===== config.mk =====
export PLATFORM = sky130hd
export DESIGN_NAME = flash_cmd_tracker
export DESIGN_NICKNAME = d
export VERILOG_FILES = /design/src/rtl/flash_cmd_pkg.sv /design/src/rtl/flash_opc_decode.sv /design/src/rtl/flash_power_ctl.sv /design/src/rtl/flash_reset_seq.sv /design/src/rtl/flash_mode_regs.sv /design/src/rtl/flash_cmd_tracker.sv
export SDC_FILE = /design/constraint.sdc
export NUM_CORES = 1
export LEC_CHECK = 0
export ABC_AREA = 1
export BUFFER_PORTS_ARGS = -buffer_cell sky130_fd_sc_hd__buf_2
export CORE_MARGIN = 2
export CORE_UTILIZATION = 57
export CTS_CLUSTER_DIAMETER = 40
export DETAILED_ROUTE_END_ITERATION = 7
export GPL_TIMING_DRIVEN = 0
export PLACE_DENSITY = 0.83
export SLEW_MARGIN = 20
export SYNTH_ARGS = -nofsm -noshare
export SYNTH_HDL_FRONTEND = slang
export SYNTH_SLANG_ARGS = --single-unit

===== constraint.sdc =====
create_clock -name clk -period 2.2 [get_ports clk]
set_input_delay 0.11 -clock clk [delete_from_list [all_inputs] [get_ports clk]]
set_output_delay 0.11 -clock clk [all_outputs]
set_load 0.01 [all_outputs]

===== src/rtl/flash_cmd_pkg.sv =====
package flash_cmd_pkg;
  localparam int OP_W   = 8;
  localparam int KIND_W = 3;

  typedef enum logic [3:0] {
    OC_UNKNOWN, OC_PLAIN, OC_RST_ARM, OC_RST_EXEC, OC_QUAD_ON, OC_QUAD_OFF,
    OC_WEL_SET, OC_WEL_CLR, OC_VOL_EN, OC_ERASE, OC_CHIP_ERASE, OC_PROGRAM,
    OC_STATUS_WR, OC_PD_ENTER, OC_PD_EXIT
  } op_class_e;

  typedef enum logic [KIND_W-1:0] {
    WK_NONE = 3'd0, WK_BLOCK = 3'd1, WK_CHIP = 3'd2, WK_PROG = 3'd3,
    WK_STAT_NV = 3'd4, WK_STAT_VOL = 3'd5
  } wr_kind_e;

  function automatic op_class_e classify(input logic [OP_W-1:0] op);
    op_class_e c;
    case (op)
      8'h66: c = OC_RST_ARM;
      8'h99: c = OC_RST_EXEC;
      8'h38: c = OC_QUAD_ON;
      8'hFF: c = OC_QUAD_OFF;
      8'h06: c = OC_WEL_SET;
      8'h04: c = OC_WEL_CLR;
      8'h50: c = OC_VOL_EN;
      8'h20, 8'h52, 8'hD8, 8'h44: c = OC_ERASE;
      8'h60, 8'hC7: c = OC_CHIP_ERASE;
      8'h02, 8'h32, 8'h42: c = OC_PROGRAM;
      8'h01, 8'h31, 8'h11: c = OC_STATUS_WR;
      8'hB9: c = OC_PD_ENTER;
      8'hAB: c = OC_PD_EXIT;
      8'h05, 8'h35, 8'h15, 8'h90, 8'h92, 8'h94, 8'h9F, 8'h5A, 8'h4B,
      8'h03, 8'h0B, 8'hEB, 8'hE7, 8'h3B, 8'hBB, 8'h6B, 8'h0D, 8'hBD,
      8'hED, 8'h77, 8'h0C, 8'h0E, 8'hC0, 8'h75, 8'h7A, 8'h48: c = OC_PLAIN;
      default: c = OC_UNKNOWN;
    endcase
    return c;
  endfunction
endpackage


===== src/rtl/flash_opc_decode.sv =====
module flash_opc_decode
  import flash_cmd_pkg::*;
(
  input  logic [OP_W-1:0] op,
  input  logic            armed,
  input  logic            wel,
  input  logic            vwen,
  input  logic            pd,
  output op_class_e       cls,
  output logic            legal,
  output logic            guarded
);
  always_comb begin
    cls     = classify(op);
    guarded = (cls == OC_ERASE) || (cls == OC_CHIP_ERASE) ||
              (cls == OC_PROGRAM) || (cls == OC_STATUS_WR);
    if (pd) begin
      legal = (cls == OC_PD_EXIT);
    end else begin
      case (cls)
        OC_UNKNOWN:    legal = 1'b0;
        OC_RST_EXEC:   legal = armed;
        OC_ERASE,
        OC_CHIP_ERASE,
        OC_PROGRAM:    legal = wel;
        OC_STATUS_WR:  legal = wel | vwen;
        default:       legal = 1'b1;
      endcase
    end
  end
endmodule


===== src/rtl/flash_power_ctl.sv =====
module flash_power_ctl
  import flash_cmd_pkg::*;
(
  input  logic      clk,
  input  logic      rst_n,
  input  logic      stb,
  input  op_class_e cls,
  output logic      pd
);
  logic pd_n;

  always_comb begin
    pd_n = pd;
    if (stb) begin
      if (pd) pd_n = (cls != OC_PD_EXIT);
      else    pd_n = (cls == OC_PD_ENTER);
    end
  end

  always_ff @(posedge clk or negedge rst_n) begin
    if (!rst_n) pd <= 1'b0;
    else        pd <= pd_n;
  end


  pd_hold_chk: assert property (@(posedge clk) disable iff (!rst_n)
    (pd && stb && cls != OC_PD_EXIT) |=> pd);
endmodule


===== src/rtl/flash_reset_seq.sv =====
module flash_reset_seq
  import flash_cmd_pkg::*;
(
  input  logic      clk,
  input  logic      rst_n,
  input  logic      awake_stb,
  input  op_class_e cls,
  output logic      armed,
  output logic      fire,
  output logic      pulse
);
  logic armed_n;

  always_comb begin
    fire    = awake_stb && (cls == OC_RST_EXEC) && armed;
    armed_n = armed;
    if (awake_stb) armed_n = (cls == OC_RST_ARM);
  end

  always_ff @(posedge clk or negedge rst_n) begin
    if (!rst_n) begin
      armed <= 1'b0;
      pulse <= 1'b0;
    end else begin
      armed <= armed_n;
      pulse <= fire;
    end
  end


  rst_one_chk: assert property (@(posedge clk) disable iff (!rst_n)
    pulse |=> !pulse);

  disarm_chk: assert property (@(posedge clk) disable iff (!rst_n)
    (awake_stb && cls != OC_RST_ARM) |=> !armed);
endmodule


===== src/rtl/flash_mode_regs.sv =====
module flash_mode_regs
  import flash_cmd_pkg::*;
(
  input  logic                    clk,
  input  logic                    rst_n,
  input  logic                    awake_stb,
  input  op_class_e               cls,
  input  logic                    accept_guard,
  input  logic                    soft_clr,
  output logic                    wel,
  output logic                    quad,
  output logic                    vwen,
  output logic                    go,
  output logic [KIND_W-1:0]       kind
);
  logic wel_n, quad_n, vwen_n, go_n;
  logic [KIND_W-1:0] kind_n;

  always_comb begin
    wel_n  = wel;
    quad_n = quad;
    vwen_n = vwen;
    go_n   = accept_guard;
    kind_n = WK_NONE;
    if (accept_guard) begin
      case (cls)
        OC_ERASE:      kind_n = WK_BLOCK;
        OC_CHIP_ERASE: kind_n = WK_CHIP;
        OC_PROGRAM:    kind_n = WK_PROG;
        default:       kind_n = vwen ? WK_STAT_VOL : WK_STAT_NV;
      endcase
    end
    if (soft_clr) begin
      wel_n  = 1'b0;
      quad_n = 1'b0;
      vwen_n = 1'b0;
    end else if (awake_stb) begin
      vwen_n = (cls == OC_VOL_EN);
      if (cls == OC_WEL_SET) wel_n = 1'b1;
      else if (cls == OC_WEL_CLR || accept_guard) wel_n = 1'b0;
      if (cls == OC_QUAD_ON) quad_n = 1'b1;
      else if (cls == OC_QUAD_OFF) quad_n = 1'b0;
    end
  end

  always_ff @(posedge clk or negedge rst_n) begin
    if (!rst_n) begin
      wel  <= 1'b0;
      quad <= 1'b0;
      vwen <= 1'b0;
      go   <= 1'b0;
      kind <= WK_NONE;
    end else begin
      wel  <= wel_n;
      quad <= quad_n;
      vwen <= vwen_n;
      go   <= go_n;
      kind <= kind_n;
    end
  end


  wel_set_chk: assert property (@(posedge clk) disable iff (!rst_n)
    (awake_stb && cls == OC_WEL_SET) |=> wel);

  vol_once_chk: assert property (@(posedge clk) disable iff (!rst_n)
    (vwen && awake_stb && cls != OC_VOL_EN) |=> !vwen);
endmodule


===== src/rtl/flash_cmd_tracker.sv =====
module flash_cmd_tracker
  import flash_cmd_pkg::*;
(
  input  logic              clk,
  input  logic              rst_n,
  input  logic              cmd_stb,
  input  logic [OP_W-1:0]   cmd_byte,
  output logic              cmd_legal,
  output logic              wr_latch,
  output logic              quad_mode,
  output logic              pwr_down,
  output logic              rst_armed,
  output logic              vol_wen,
  output logic              soft_rst,
  output logic              wr_go,
  output logic [KIND_W-1:0] wr_kind
);
  op_class_e cls;
  logic      guarded, awake_stb, accept_guard, fire;

  flash_opc_decode u_dec (
    .op(cmd_byte), .armed(rst_armed), .wel(wr_latch), .vwen(vol_wen),
    .pd(pwr_down), .cls(cls), .legal(cmd_legal), .guarded(guarded)
  );

  always_comb begin
    awake_stb    = cmd_stb && !pwr_down;
    accept_guard = awake_stb && guarded && cmd_legal;
  end

  flash_power_ctl u_pwr (
    .clk(clk), .rst_n(rst_n), .stb(cmd_stb), .cls(cls), .pd(pwr_down)
  );

  flash_reset_seq u_rst (
    .clk(clk), .rst_n(rst_n), .awake_stb(awake_stb), .cls(cls),
    .armed(rst_armed), .fire(fire), .pulse(soft_rst)
  );

  flash_mode_regs u_mode (
    .clk(clk), .rst_n(rst_n), .awake_stb(awake_stb), .cls(cls),
    .accept_guard(accept_guard), .soft_clr(fire),
    .wel(wr_latch), .quad(quad_mode), .vwen(vol_wen),
    .go(wr_go), .kind(wr_kind)
  );


  reset_clear_chk: assert property (@(posedge clk) disable iff (!rst_n)
    soft_rst |-> (!wr_latch && !quad_mode && !vol_wen && !rst_armed));

  go_clears_wel_chk: assert property (@(posedge clk) disable iff (!rst_n)
    wr_go |-> (!wr_latch && wr_kind != WK_NONE));
endmodule


## Word-level counts from Yosys, hierarchy flattened

Index checks and enable logic that the tools add are counted.

- Equal/unequal tests: 61
- Mux-type cells: 17
- Bitwise logic cells: 1
- Reductions and logical operators: 22

Operators by type and width:

| operator | number |
|---|---|
| 8-bit == test (second input constant) | 16 |
| 8-bit by 7-bit == test with 1-bit output (second input constant) | 13 |
| 4-bit case mux with 14 select lines | 1 |
| 8-bit by 6-bit == test with 1-bit output (second input constant) | 6 |
| 8-bit by 4-bit == test with 1-bit output (second input constant) | 4 |
| 4-bit == test (second input constant) | 7 |
| 26-bit OR reduction | 1 |
| 8-bit by 3-bit == test with 1-bit output (second input constant) | 3 |
| 4-bit by 3-bit == test with 1-bit output (second input constant) | 4 |
| 8-bit by 2-bit == test with 1-bit output (second input constant) | 2 |
| 8-bit by 5-bit == test with 1-bit output (second input constant) | 2 |
| 1-bit 2-to-1 mux | 13 |
| 3-bit case mux with 3 select lines | 1 |
| 3-bit OR reduction | 3 |
| 4-bit by 2-bit == test with 1-bit output (second input constant) | 2 |
| 8-bit by 1-bit == test with 1-bit output (second input constant) | 1 |
| 3-bit nonzero test | 2 |
| 1-bit logical AND | 5 |
| 4-bit logical NOT | 1 |
| 1-bit logical OR | 4 |
| 4-bit inequality test (second input constant) | 1 |
| 1-bit case mux with 4 select lines | 1 |
| 2-bit AND reduction | 2 |
| 4-bit OR reduction | 1 |
| 5 further kinds | 5 |

- Bits in registers: 10
- Input bits: 11
- Output and inout port bits: 11

## Depth between registers and ports, before layout

- Depth after elaboration: 14
- Depth in mapped cells: 16

## Hierarchy

Synthesis repeated with hierarchy kept, for this count alone.

- Cells, all modules: 222
- Area total of the unflattened synthesis: 1152.4 µm²

By module, submodules not included:

| module | times used | cells an instance | area an instance (µm²) |
|---|---|---|---|
| flash_opc_decode | 1 | 152 | 636.9 |
| flash_mode_regs | 1 | 41 | 329.1 |
| flash_reset_seq | 1 | 13 | 97.6 |
| flash_power_ctl | 1 | 11 | 65.1 |
| flash_cmd_tracker | 1 | 5 | 23.8 |

## Worst setup path after synthesis

Ideal clock, no wire load.

- Path kind: reg2reg
- Start point: register u_pwr.pd
- End point: register u_mode.quad
- Setup time: 0.127 ns
- Data arrival time: 1.196 ns
- Setup slack: 0.876 ns
- Stages on the path, launching flop included: 7
- Path buffers: 0
- Period minus slack after synthesis: 1.324 ns
- Path through: dfrtp_1 -> nor2_1 -> inv_1 -> nor3_1 -> o21ai_0 -> nand2_1 -> o21ai_0

- Cells in the longest elaborated chain, start to end: 6
- Elaborated cells on any way between the ends: 8

Ends and longest elaborated chain:

| element | RTL line | RTL |
|---|---|---|
| start: declaration | flash_power_ctl.sv:8 | `output logic pd` |
| start signal: assignment | flash_power_ctl.sv:22 | `else pd <= pd_n;` |
| 1-bit logical NOT * | flash_cmd_tracker.sv:27 | `awake_stb = cmd_stb && !pwr_down;` |
| 1-bit logical AND * | flash_cmd_tracker.sv:27 |  |
| 1-bit logical AND (2 in series) | flash_reset_seq.sv:15 | `fire = awake_stb && (cls == OC_RST_EXEC) && armed;` |
| 3-bit nonzero test (no source line) / 2-bit nonzero test (equally long branches) | -- |  |
| 2-bit AND reduction (no source line) | -- |  |
| end signal: assignment | flash_mode_regs.sv:55 | `quad <= quad_n;` |
| end: declaration | flash_mode_regs.sv:11 | `output logic quad,` |

Mark *: on every way between the ends. The rest lies on a longest branch, timed or not.
A chain may end at the register's enable or synchronous reset.

## Final worst setup path

- Start point: input cmd_byte[1]
- End point: output cmd_legal

- Cells in the longest elaborated chain, start to end: 7
- Elaborated cells on any way between the ends: 63

Ends and longest elaborated chain:

| element | RTL line | RTL |
|---|---|---|
| start: declaration | flash_cmd_tracker.sv:7 | `input logic [OP_W-1:0] cmd_byte,` |
| 8-bit by 3-bit == test with 1-bit output (tied with other cells) | flash_cmd_pkg.sv:18 | `case (op)` |
| 26-bit OR reduction (tied with other cells) | flash_cmd_pkg.sv:18 |  |
| 4-bit case mux with 14 select lines * | flash_cmd_pkg.sv:18 |  |
| 4-bit == test | flash_opc_decode.sv:20 | `case (cls)` |
| 3-bit OR reduction | flash_opc_decode.sv:20 |  |
| 1-bit case mux with 4 select lines | flash_opc_decode.sv:20 |  |
| 1-bit 2-to-1 mux * | flash_opc_decode.sv:17 | `if (pd) begin` |
| end: declaration | flash_cmd_tracker.sv:8 | `output logic cmd_legal,` |

Marks and branches as above.

==> results.json <==
{
  "endpoint_kind": "output pin",
  "wirelength_mm": 2.55,
  "antenna_found_initial": 0,
  "io_pins": 22,
  "yosysWarnings": 0,
  "finalSetupViolCount": 0,
  "whs_ns": 0.151,
  "via_count": 1208,
  "worstMarginPinSlew_ns": 0.408,
  "crit_path_start_kind": "input port",
  "syn_inst": 184,
  "place_area_um2": 1120,
  "multi_input_area_um2": 656,
  "routed_via_density": 5.35,
  "ys_types": 17,
  "row_count": 15,
  "setup_slack_ns": 0.551,
  "slew_viol_final": 0,
  "grt_pass1_wl_mm": 4.21,
  "regArea_um2": 250,
  "fin_crit_ns": 1.65,
  "post-place-ws_ns": 0.522,
  "timing.slew.headroom_pct": 72.7,
  "gp_congestion": 0.909,
  "grt_max_degree": 11,
  "grt_pass1_vias": 1047,
  "cts_tree": "built",
  "initial_core_util_pct": 59.0,
  "arrival_ns": 1.54,
  "crit_type": "input port to output pin",
  "hold_viol_final": 0,
  "instances_no_fill": 226,
  "stdcell_area_um2": 1150,
  "cp.required_ns": 2.09,
  "rsz0062_at_grt": "no",
  "p_leak_nw": 0.708,
  "fp.dieH_um": 45.8,
  "diodes": 0,
  "synthesis.nets": 195,
  "htreeDepth": 1,
  "ys_ff_latch": 10,
  "tns_ns": 0,
  "drive_gt1_share_pct": 20.6,
  "outcome": "finished, final reports clean",
  "cts_buffer_depth": 2,
  "die_w_um": 45.8,
  "fp.coreArea_um2": 1690,
  "p_per_area_nw_per_um2": 356,
  "drt_iter0_markers": 70,
  "power.total_mw": 0.411,
  "peakVddDrop_mv": 0.186,
  "antenna_left": 0,
  "path_clk_slew_ns": 0.06,
  "min_path_type": "input port to flip-flop",
  "num-fill-cells": 159,
  "final_util_pct": 68.4,
  "insertion_delay_ns": 0.25,
  "dp.cells": 222,
  "nNetsFinal": 222,
  "gr-total-overflow": 0,
  "cts_made_buffers": 3,
  "cts_root_buf": "clkbuf_4",
  "port_buffers": 21,
  "cap_viol_max_count": 0,
  "synth_seq_area_share_pct": 25.1,
  "drc": 0,
  "hpwl_mm": 2.15,
  "syn_area_um2": 996,
  "dr.pass1.iters": 6,
  "dieArea_um2": 2100,
  "grt_usage_pct": 27.3,
  "fin_crit_sh_pct": 75.0,
  "avgSynthCellArea_um2": 5.41,
  "max_freq_mhz": 606,
  "cts_resized": 0,
  "avgRoutedWirePerCell_um": 11.3,
  "syn2layout_area_growth_pct": 16.0,
  "clock-sinks": 10,
  "cp_max_fo": 5,
  "skew_ns": 0.00394
}
## worst max-delay path, stage by stage
cell and delay (ns):
buf_2 0.13, nor2_2 0.18, inv_2 0.07, nor2_1 0.22
nand2_1 0.10, nand2_2 0.12, nor2_4 0.06, nand2_2 0.08
a21oi_2 0.04, inv_1 0.07, nand2_1 0.06, nand3_2 0.09
nand2_1 0.05, inv_1 0.04, buf_2 0.11
## report_power, final
group | switching, mW | internal (mW)
logic | 0.0744 | 0.0341
clock network | 0.0489 | 0.0624
registers | 0.00392 | 0.188
total | 0.127 | 0.284
## final timing paths
path                                  start  slack, ns             end  depth (start not counted)
worst max-delay path            cmd_byte[1]       0.55       cmd_legal                         15
worst min-delay path                cmd_stb       0.15        u_pwr.pd                          3
worst max register to register     u_pwr.pd       0.70     u_mode.quad                          6
worst min register to register  u_mode.quad       0.49     u_mode.quad                          2
max in group asynchronous             rst_n       1.77  u_mode.kind[1]                          2
min in group asynchronous             rst_n       0.25     u_mode.vwen                          2
## repair_timing
item | CTS | global route
setup buffers | 0 | 0
endpoints found under the setup margin | 0 | 0
hold endpoints to repair | 10 | 0
hold buffers | 1 | 0
## flip-flops by register name, indices dropped and copies added, names as in the netlist
name	flops
u_mode.wel	1
u_mode.vwen	1
u_mode.quad	1
u_pwr.pd	1
u_mode.kind	3
u_rst.pulse	1
u_mode.go	1
u_rst.armed	1
## Yosys cell counts
library cell | number | area share (%)
nor2_1 | 39 | 15
nand2_2 | 4 | 2.5
a21oi_1 | 2 | 1.0
nand3_2 | 2 | 2.0
nor2_4 | 1 | 1.1
nor3_1 | 6 | 3.0
nand4_1 | 2 | 1.3
and2_1 | 2 | 1.3
nor2_2 | 4 | 2.5
inv_1 | 17 | 6.4
a21oi_2 | 1 | 0.88
dfrtp_1 | 10 | 25
nand3_1 | 11 | 5.5
o21ai_0 | 8 | 4.0
nand2_1 | 67 | 25
o31ai_1 | 1 | 0.75
inv_2 | 7 | 2.6
## cell families after synthesis
logic type	count (synthesis)	synth area share (%)
flops	10	25.1
simple gates	138	59.2
compound gates	12	6.66
buf+inv	24	9.05
## layout make-up
class                   count  share of cell area (%)
multi-input cells         150                    56.8
flip-flops and latches     10                    21.7
well taps                  17                    1.84
repair buffers             22                    9.97
clock buffers               3                    1.95
inverters                  24                    7.80
## placed cells by master (no fill, tap or decap), types with 2 or more instances in the layout
cell type and instances:
a21oi_1 2, and2_1 2, buf_2 21, clkbuf_4 3, dfrtp_1 10, inv_1 17, inv_2 7, nand2_1 67
nand2_2 4, nand3_1 11, nand3_2 2, nand4_1 2, nor2_1 39, nor2_2 4, nor3_1 6, o21ai_0 8
## layer usage
layer / vias to the layer above / global-route usage (%) / wire length, um
li1: 618 / - / -
met1: 540 / 32.9 / 1100
met2: 46 / 48.7 / 1330
met3: 4 / 2.38 / 89
met4: 0 / 11.4 / 26
met5: - / 0 / 0
Note: power is estimated with default switching activity, not from simulation.
